File: config.mk
export PLATFORM = sky130hd
export DESIGN_NAME = ling_cla_adder
export DESIGN_NICKNAME = d
export VERILOG_FILES = /design/src/rtl/ling_cla_adder.sv
export SDC_FILE = /design/constraint.sdc
export NUM_CORES = 1
export LEC_CHECK = 0
export BUFFER_PORTS_ARGS = -buffer_cell sky130_fd_sc_hd__buf_4
export CAP_MARGIN = 20
export CORE_AREA = 4 4 69 71
export DETAILED_ROUTE_END_ITERATION = 10
export DIE_AREA = 0 0 73 75
export MAX_ROUTING_LAYER = met4
export PLACE_DENSITY = 0.56
export SETUP_SLACK_MARGIN = 0.15
export SLEW_MARGIN = 20
export SYNTH_ARGS = -nofsm -noshare
export SYNTH_HDL_FRONTEND = slang
export SYNTH_SLANG_ARGS = --single-unit
File: constraint.sdc
create_clock -name vclk -period 2.18
set_input_delay 0.327 -clock vclk [all_inputs]
set_output_delay 0.327 -clock vclk [all_outputs]
set_load 0.05 [all_outputs]
File: src/rtl/ling_cla_adder.sv
module ling_cla_adder #(
  parameter int WIDTH = 16,
  parameter int GRP   = 4
) (
  input  logic [WIDTH-1:0] op_a,
  input  logic [WIDTH-1:0] op_b,
  input  logic             carry_in,
  output logic [WIDTH-1:0] sum,
  output logic             carry_out,
  output logic             overflow
);
  localparam int NGRP = WIDTH / GRP;

  logic [WIDTH-1:0] gen, tra;
  logic [WIDTH:0]   tx;
  logic [NGRP-1:0]  grp_g, grp_t;
  logic [NGRP:0]    grp_h;
  logic [WIDTH:0]   hp, cy;

  assign gen = op_a & op_b;
  assign tra = op_a | op_b;
  assign tx  = {tra, 1'b1};

  for (genvar j = 0; j < NGRP; j++) begin : g_grp
    localparam int B = j * GRP;
    logic             gg, gt;
    logic [GRP-1:0]   hloc;

    always_comb begin
      gg = 1'b0;
      gt = 1'b1;
      for (int k = 0; k < GRP; k++) begin
        gg = gen[B+k] | (tx[B+k] & gg);
        gt = tx[B+k] & gt;
      end
    end

    always_comb begin
      for (int k = 0; k < GRP; k++) begin
        logic acc, run;
        run = 1'b1;
        for (int n = 0; n < k; n++) run = run & tx[B+n];
        acc = run & grp_h[j];
        for (int m = 0; m < k; m++) begin
          logic pr;
          pr = 1'b1;
          for (int n = m + 1; n < k; n++) pr = pr & tx[B+n];
          acc = acc | (gen[B+m] & pr);
        end
        hloc[k] = acc;
      end
    end

    assign grp_g[j] = gg;
    assign grp_t[j] = gt;
    assign hp[B+GRP-1:B] = hloc;
  end

  always_comb begin
    grp_h[0] = carry_in;
    for (int j = 1; j <= NGRP; j++) begin
      logic acc, run;
      run = 1'b1;
      for (int k = 0; k < j; k++) run = run & grp_t[k];
      acc = run & carry_in;
      for (int k = 0; k < j; k++) begin
        logic pr;
        pr = 1'b1;
        for (int n = k + 1; n < j; n++) pr = pr & grp_t[n];
        acc = acc | (grp_g[k] & pr);
      end
      grp_h[j] = acc;
    end
  end

  assign hp[WIDTH] = grp_h[NGRP];
  assign cy        = hp & tx;
  assign sum       = op_a ^ op_b ^ cy[WIDTH-1:0];
  assign carry_out = cy[WIDTH];
  assign overflow  = cy[WIDTH] ^ cy[WIDTH-1];

  // recovered carries obey the plain ripple recurrence at every bit
  always_comb begin
    p_carry_in_r6: assert (cy[0] == carry_in);
    for (int i = 0; i < WIDTH; i++) begin
      p_ripple_match_r6: assert (cy[i+1] == (gen[i] | (tra[i] & cy[i])));
    end
  end

  always_comb begin
    p_total_r1: assert ({carry_out, sum} ==
      ({1'b0, op_a} + {1'b0, op_b} + {{WIDTH{1'b0}}, carry_in}));
    p_no_overflow_r3: assert ((op_a[WIDTH-1] == op_b[WIDTH-1]) || !overflow);
    p_ovf_sign_r3: assert (overflow ==
      ((op_a[WIDTH-1] == op_b[WIDTH-1]) && (sum[WIDTH-1] != op_a[WIDTH-1])));
  end
endmodule

==> run metrics, run 1 <==
outcome=complete, but fails checks; failing checks=setup timing; Reg area=0 µm²; kind of start point of the critical path=input pin; HP Class=input pin to output pin; Final Hold Viols=0; largest net degree at the start of global routing=6; RSZ-0062 raised after global routing=true; All-Layer GR Usage=11.55%; total of max-cap violations=0; fin nets=325; number of port buffers=51; drt drc=0; IO Pins=51; Crit Path Max Fanout=3; row count=24; clock buf count=0; Unique masters post-synth=35; via count=1318; dpl hpwl=2728 µm; Post-DRT Antenna Nets=0; Min Hold Slack=1117 ps; total chip power=969.4 µW; setup violators final=12; Die Span X=73 µm; Die Ht=75 µm; WL/cell=10.47 µm; minimum clock period=2535 ps; Core Region=4234 µm²; FMAX=394.4 MHz; maximum vdd drop=0.0003154 V; power density cells=382.0 nW/µm²; Vias/cell=4.350; Finished Core Util=59.93%; Post-CTS Hold Fix Bufs=0; placer congestion estimate=0.7266; sequential area share after synthesis=0%; synthesized instance count=160; Worst EP arrival=2210 ps; drt first pass iters=4; fill count=394; Detailed Route WL=3173 µm; syn_area_per_cell=7.554 µm²; crit share post-route=116.3%; CP required=1850 ps; Synth area leader=ha_1; vias in the first global route=1274; Layout area overhead=109.9%; most common cell in the netlist=inv_1; placed cell areas=2187 µm²; Die ar.=5475 µm²; mapped cell area=1209 µm²; crit end category=output pin; share of the synthesized area in the top cell type=36.23%; proportion of layout cells with a drive suffix above 1=60.96%; 1st-iter DRT viols=21; first-pass GRT wire length=5147 µm; Leakage=1.230 nW; critical path class=input pin to output pin; slew margin rel.=77.76%; diode count=0; pin slew with the least headroom to its limit=331.6 ps; non-filler cells, final=303; fin area=2537 µm²; FF+latch count=0; placed cell count=298; Starting Density=28.55%; final setup margin=-355.2 ps; Synthesized Nets=232; Synth warnings=0; initial antenna violation count=0; synth top area cells=ha_1 (36%), inv_1 (12%), fa_1 (6.6%), nor2_1 (5.3%), xor2_1 (5.1%); Slew Viols, Final=0; GRT overflow=0; Synth top cells by count=inv_1 (40), ha_1 (35), nor2_1 (17)
-- final timing paths --
check	from	endpoint	slack (ps)	depth (start not counted)
setup / recovery	op_a[3]	overflow	-360	10
hold / removal	op_a[4]	sum[4]	1120	3
-- repair_timing --
| action | 4_1_cts | 5_1_grt |
|---|---|---|
| buffers inserted | 2 | 3 |
| pin swaps | 16 | 12 |
| setup endpoints to repair | 14 | 14 |
| resized for setup | 53 | 22 |
-- metal layers --
metal  global-route usage (%)  wire [µm]
met1                    14.07       1346
met5                        -          0
met2                    22.05       1642
met4                   0.6148         33
met3                   0.4005        151
-- power breakdown --
| part | switching [mW] | internal (mW) | leakage, nW | total [mW] |
|---|---|---|---|---|
| Clock | 0 | 0 | 0 | 0 |
| Combinational | 0.534 | 0.436 | 1.23 | 0.969 |
| Sequential | 0 | 0 | 0 | 0 |
-- placed cells by master (no fill, tap or decap), types with 2 or more instances in the layout --
master and count:
fa_2 3, a21oi_1 6, xnor2_4 2, inv_2 3
buf_4 63, ha_2 3, xnor2_2 2, nor3_2 2
ha_1 24, nand2_2 2, inv_1 31, buf_6 24
nor2b_4 2, a221oi_2 2, o21bai_4 2, buf_8 4
a311oi_2 2, inv_4 3, nor2_1 16, or4_1 2
a21oi_2 4, o21ai_0 2, xor2_1 3, ha_4 8
xor2_4 4
-- per-stage QoR --
step           setup WS [ps]  TNS [ps]
2_1_floorplan         -225.6     -1633
3_3_place_gp          -519.4     -4317
3_5_place_dp          -554.6     -4505
4_1_cts               -378.4     -2914
5_1_grt               -464.1     -3689
6_report              -355.2     -2734
-- worst max-delay path, cell delays in order --
cell and delay (ps):
buf_12 90, inv_12 30, ha_4 150, nor3_4 200, o31ai_4 120, a2111oi_4 350, nor3_2 120, o41a_1 440
o221ai_4 190, buf_6 190
-- layout make-up --
type | count | area [µm²] | area share (%)
Multi-Input combinational cell | 119 | 1470 | 57.94
Tap cell | 52 | 65.06 | 2.564
Timing Repair Buffer | 92 | 823.3 | 32.45
Inverter | 40 | 178.9 | 7.051
-- logic make-up (layout without fill, tap and decap cells) --
group	count (synthesis)	after routing	synth area share, %
xor gates and xnor gates	11	11	7.971
and+or+nand+nor	37	37	15.94
buffers and inverters	41	132	12.73
AOI/OAI and AO/OA	32	32	20.50
adders and majority gates	39	39	42.86
Power figures use the tool's default switching activity.
==> inputs of run 2 (changes only) <==
- CORE_AREA: 4 4 69 71 -> 4 4 57 59
- DIE_AREA: 0 0 73 75 -> 0 0 61 63
- PLACE_DENSITY: 0.56 -> 0.78
- SKIP_LAST_GASP: default -> 1
- SLEW_MARGIN: 20 -> default
==> run 2 against run 1 <==
Compared with the run above: the flow still finishes with violations (setup timing); first-iteration DRC count rose to 5.8 times the previous value; cell count shrank 5.6%; sequential share of layout area unchanged; combinational power rose by 9%; non-clock buffer count up 4; worst hold slack improved by 23 ps; count of clock-buffer cells in the layout unchanged; critical path depth increased by 2; die area down 30%; setup slack got worse by 130 ps; core utilization grew 34 points; maximum frequency fell by 4.9%.
==> run metrics, run 2 (synthesis results as in run 1) <==
outcome=complete, but fails checks; failing checks=setup timing; placer congestion estimate=0.8800 (+21%); Starting Density=44.60% (+16 points); largest net degree at the start of global routing=8 (+2); Leakage=1.253 nW (+1.9%); CP startpoint=op_a[9]; All-Layer GR Usage=29.09% (+18 points); Core Region=2710 µm² (-36%); Layout area overhead=110.6%; drt first pass iters=4 (unchanged); FF+latch count=0 (unchanged); Crit Path Max Fanout=2 (-1); maximum vdd drop=0.0004421 V (+40%); slew margin rel.=72.67% (-5.1 points); Worst Hold Launch=op_a[4]; IO Pins=51 (unchanged); HP Class=input pin to output pin; total of max-cap violations=0 (unchanged); Reg area=0 µm² (unchanged); Slew Viols, Final=0 (unchanged); most used routing layer=met2; Die ar.=3843 µm² (-30%); number of port buffers=51 (unchanged); non-filler cells, final=286 (-5.6%); vias in the first global route=1741 (+37%); most common cell after layout, fill and taps aside=buf_4; Clock power frac=0% (unchanged); Vias/cell=5.689 (+31%); initial antenna violation count=0 (unchanged); most used cell, CP=buf_4; setup violators final=14 (+2); Finished Core Util=93.91% (+34 points); CP required=1850 ps (about the same); placed cell count=278 (-6.7%); FMAX=374.9 MHz (-4.9%); clock buf count=0 (unchanged); row count=19 (-21%); final setup margin=-487.0 ps (-131.9 ps); Int Pwr=455.1 µW (+4.4%); power density cells=416.7 nW/µm² (+9.1%); Logic pwr share=100.0% (about the same); GRT met3 Usage=1.860% (+1.5 points); GRT overflow=0 (unchanged); most frequent cells in the layout=buf_4 (69), inv_1 (31), ha_1 (26); Cell Chain, Critical Path=buf_4 -> inv_1 -> ha_1 -> nor2_4 -> nand2_4 -> a2111oi_4 -> buf_4 -> buf_6 -> o31ai_4 -> buf_4 -> a311oi_2 -> buf_6; pin slew with the least headroom to its limit=407.8 ps (+76.17 ps); 1st-iter DRT viols=122 (+480%); Seq pwr share=0% (unchanged); drt drc=0 (unchanged); fin nets=329 (+1.2%); Post-DRT Antenna Nets=0 (unchanged); met1 track utilization from global routing=32.04% (+18 points); Worst EP arrival=2340 ps (+130 ps); diode count=0 (unchanged); kind of start point of the critical path=input pin; crit share post-route=122.3% (+6.0 points); CP max stage cell=a2111oi_4; grt met2 use=53.21% (+31 points); Die Span X=61 µm (-16%); WL/cell=21.96 µm (+110%); minimum clock period=2667 ps (+131.9 ps); crit end category=output pin; Detailed Route WL=6280 µm (+98%); first-pass GRT wire length=8293 µm (+61%); dpl hpwl=3053 µm (+12%); via count=1627 (+23%); Setup TNS=-4612 ps (-1879 ps); Sw Pwr=605.3 µW (+13%); delay of the slowest critical-path stage=440 ps (about the same); critical path class=input pin to output pin; Die Ht=63 µm (-16%); RSZ-0062 raised after global routing=true; proportion of layout cells with a drive suffix above 1=61.96% (+1.0 points); Final Hold Viols=0 (unchanged); Net Sw Frac=57.08% (+2.0 points)
-- run 2: final timing paths --
| path | depth (start not counted) | slack, ps | endpoint |
|---|---|---|---|
| setup / recovery | 12 | -490 | carry_out |
| hold / removal | 3 | 1140 | sum[4] |
-- run 2: metal layers --
layer	part of all wire, %	vias up
li1	-	711
met1	35	774
met2	52	104
met3	5.9	38
met4	6.7	0
met5	0	-
-- run 2: repair_timing --
action,CTS,global route
endpoints found under the setup margin,14,16
buffers inserted,5,3
hold buffers,0,0
pin swaps,21,10
resized for setup,59,19
gates cloned,0,0
-- run 2: area by class of cell --
cell class         instances  area, µm²
multi-input cells        119       1470
repair buffers            96      852.1
inverters                 40      183.9
fillers                   82      165.2
well taps                 31      38.79
-- run 2: power groups by stage --
stage | Sequential [mW] | Combinational [mW] | Clock [mW]
3_5_place_dp | 0 | 0.857 | 0
3_3_place_gp | 0 | 0.836 | 0
6_report | 0 | 1.06 | 0
5_1_grt | 0 | 1.10 | 0
2_1_floorplan | 0 | 0.589 | 0
4_1_cts | 0 | 0.965 | 0
-- run 2: stage by stage --
stage | hold WS, ps | total power, mW | area, µm² | setup slack, ps
2_1_floorplan | 1012 | 0.5888 | 1473 | -225.6
3_3_place_gp | 1146 | 0.8361 | 2168 | -480.3
3_5_place_dp | 1147 | 0.8571 | 2168 | -522.3
4_1_cts | 1125 | 0.9654 | 2447 | -445.4
5_1_grt | 1147 | 1.102 | 2545 | -507.2
6_report | 1140 | 1.060 | 2545 | -487.0
-- run 2: critical path: cells and delay by family --
kind / cells / cell delay (ps)
buffers and inverters: 6 / 750
AO/OA/AOI/OAI: 3 / 750
AND/OR/NAND/NOR: 2 / 250
adder cells (fa/ha/maj): 1 / 230
==> inputs of run 3 (changes only) <==
- SLEW_MARGIN: default -> 20
- clock period: 2.18 -> 2.25 ns (I/O delays scaled with it)
==> run 3 against run 2 <==
Compared with the run above: the run still ends with setup timing left; worst hold slack improved by 37 ps; core utilization is 1.0 points lower; die area did not move; count of clock-buffer cells in the layout unchanged; critical path depth shrank 3; setup slack improved by 11 ps; total power shrank 5.2%; combinational power down 5%; via count down 4.1%; critical endpoint is now overflow; largest cell class unchanged.
==> run metrics, run 3 (synthesis results as in run 1) <==
outcome=complete, but fails checks; Detailed Route WL=5739 µm (-8.6%); CP required=1910 ps (+60 ps); Final Hold Viols=0 (unchanged); WL/cell=20.50 µm (-6.7%); Die Ht=63 µm (unchanged); final setup margin=-476.4 ps (+10.67 ps); slew margin rel.=74.50% (+1.8 points); via count=1561 (-4.1%); Die Span X=61 µm (unchanged); maximum vdd drop=0.0004360 V (-1.4%); pre-CTS setup slack=-514.2 ps (+8.120 ps); Worst EP arrival=2390 ps (+50 ps); fill count=85 (+3.7%); pin slew with the least headroom to its limit=382.4 ps (-25.33 ps); largest net degree at the start of global routing=8 (unchanged); Die ar.=3843 µm² (unchanged); Starting Density=44.60% (unchanged); FF+latch count=0 (unchanged); crit share post-route=121.2%; non-filler cells, final=280 (-2.1%); fin nets=323 (-1.8%); critical path class=input pin to output pin; Core Region=2710 µm² (unchanged); diode count=0 (unchanged); drt drc=0 (unchanged); Slew Viols, Final=0 (unchanged); HP Class=input pin to output pin; multi-input gate area in the final layout=1478 µm² (+0.51%); setup violators final=13 (-1); crit end category=output pin; GRT overflow=0 (unchanged); most common cell after layout, fill and taps aside=buf_4; IO Pins=51 (unchanged); failing checks=setup timing; power density cells=399.4 nW/µm² (-4.1%); row count=19 (unchanged); clock buf count=0 (unchanged); minimum clock period=2726 ps; 1st-iter DRT viols=91 (-25%); placer congestion estimate=0.9135 (+3.8%); Layout area overhead=108.3%; drt first pass iters=4 (unchanged); Min Hold Slack=1176 ps (+36.59 ps); first-pass GRT wire length=6803 µm (-18%); Vias/cell=5.575 (-2.0%); kind of start point of the critical path=input pin; Leakage=1.218 nW (-2.8%); number of port buffers=51 (unchanged); most frequent cells in the layout=buf_4 (60), inv_1 (31), ha_1 (23), buf_6 (23), nor2_1 (15); initial antenna violation count=0 (unchanged); Post-DRT Antenna Nets=0 (unchanged); Reg area=0 µm² (unchanged); total chip power=1.006 mW (-5.2%); vias in the first global route=1602 (-8.0%); placed cell count=272 (-2.2%); total of max-cap violations=0 (unchanged); Crit Path Max Fanout=3 (+1); Finished Core Util=92.89% (-1.0 points); FMAX=366.8 MHz; proportion of layout cells with a drive suffix above 1=59.84% (-2.1 points); All-Layer GR Usage=22.98% (-6.1 points); dpl hpwl=3048 µm (-0.18%); RSZ-0062 raised after global routing=true
[run 3: changes by cell type in the layout (fill, tap and decap cells not counted), moves of 3 or more]
cell / delta
buf_4: -9
buf_6: +4
ha_1: -3
a21oi_2: -3
[run 3: through the flow]
stage	TNS [ps]	area, µm²
detailed placement	-3642	2112
CTS	-2198	2360
finish	-3856	2517
global placement	-3021	2112
global route	-4096	2517
floorplan	-1229	1461
[run 3: path summary, 6_finish.rpt]
kind     from        to  depth (start not counted)
min   op_a[1]    sum[1]                          5
max   op_b[9]  overflow                          9
[run 3: what timing repair did]
| item | in CTS | in global routing |
|---|---|---|
| pin swaps | 17 | 19 |
| buffers inserted | 3 | 5 |
| hold buffers | 0 | 0 |
| resized for setup | 54 | 27 |
| setup endpoints to repair | 14 | 14 |
[run 3: report_power, final]
group          internal (mW)  leakage [nW]  switching, mW
registers                  0             0              0
logic                  0.430          1.22          0.576
clock network              0             0              0
[run 3: final cells by class]
class	count	area share, %
inverters	40	7.207
multi-input cells	119	58.70
well taps	31	1.541
repair buffers	90	32.55
[run 3: worst max-delay path: stages]
cell and delay, ps:
buf_4 100, inv_1 60, ha_1 240, o21bai_1 240
a221oi_2 410, nor3_4 110, o41a_1 500, o221ai_4 210
buf_6 180
[run 3: layer usage]
layer | GRT usage (%) | vias to the layer above | routed length [µm] | part of all wire (%)
met5 | - | - | 0 | 0
met4 | 5.691 | 0 | 371 | 6.5
met3 | 1.446 | 30 | 321 | 5.6
met2 | 46.39 | 105 | 3046 | 53
met1 | 22.11 | 726 | 1999 | 35
li1 | - | 700 | - | -
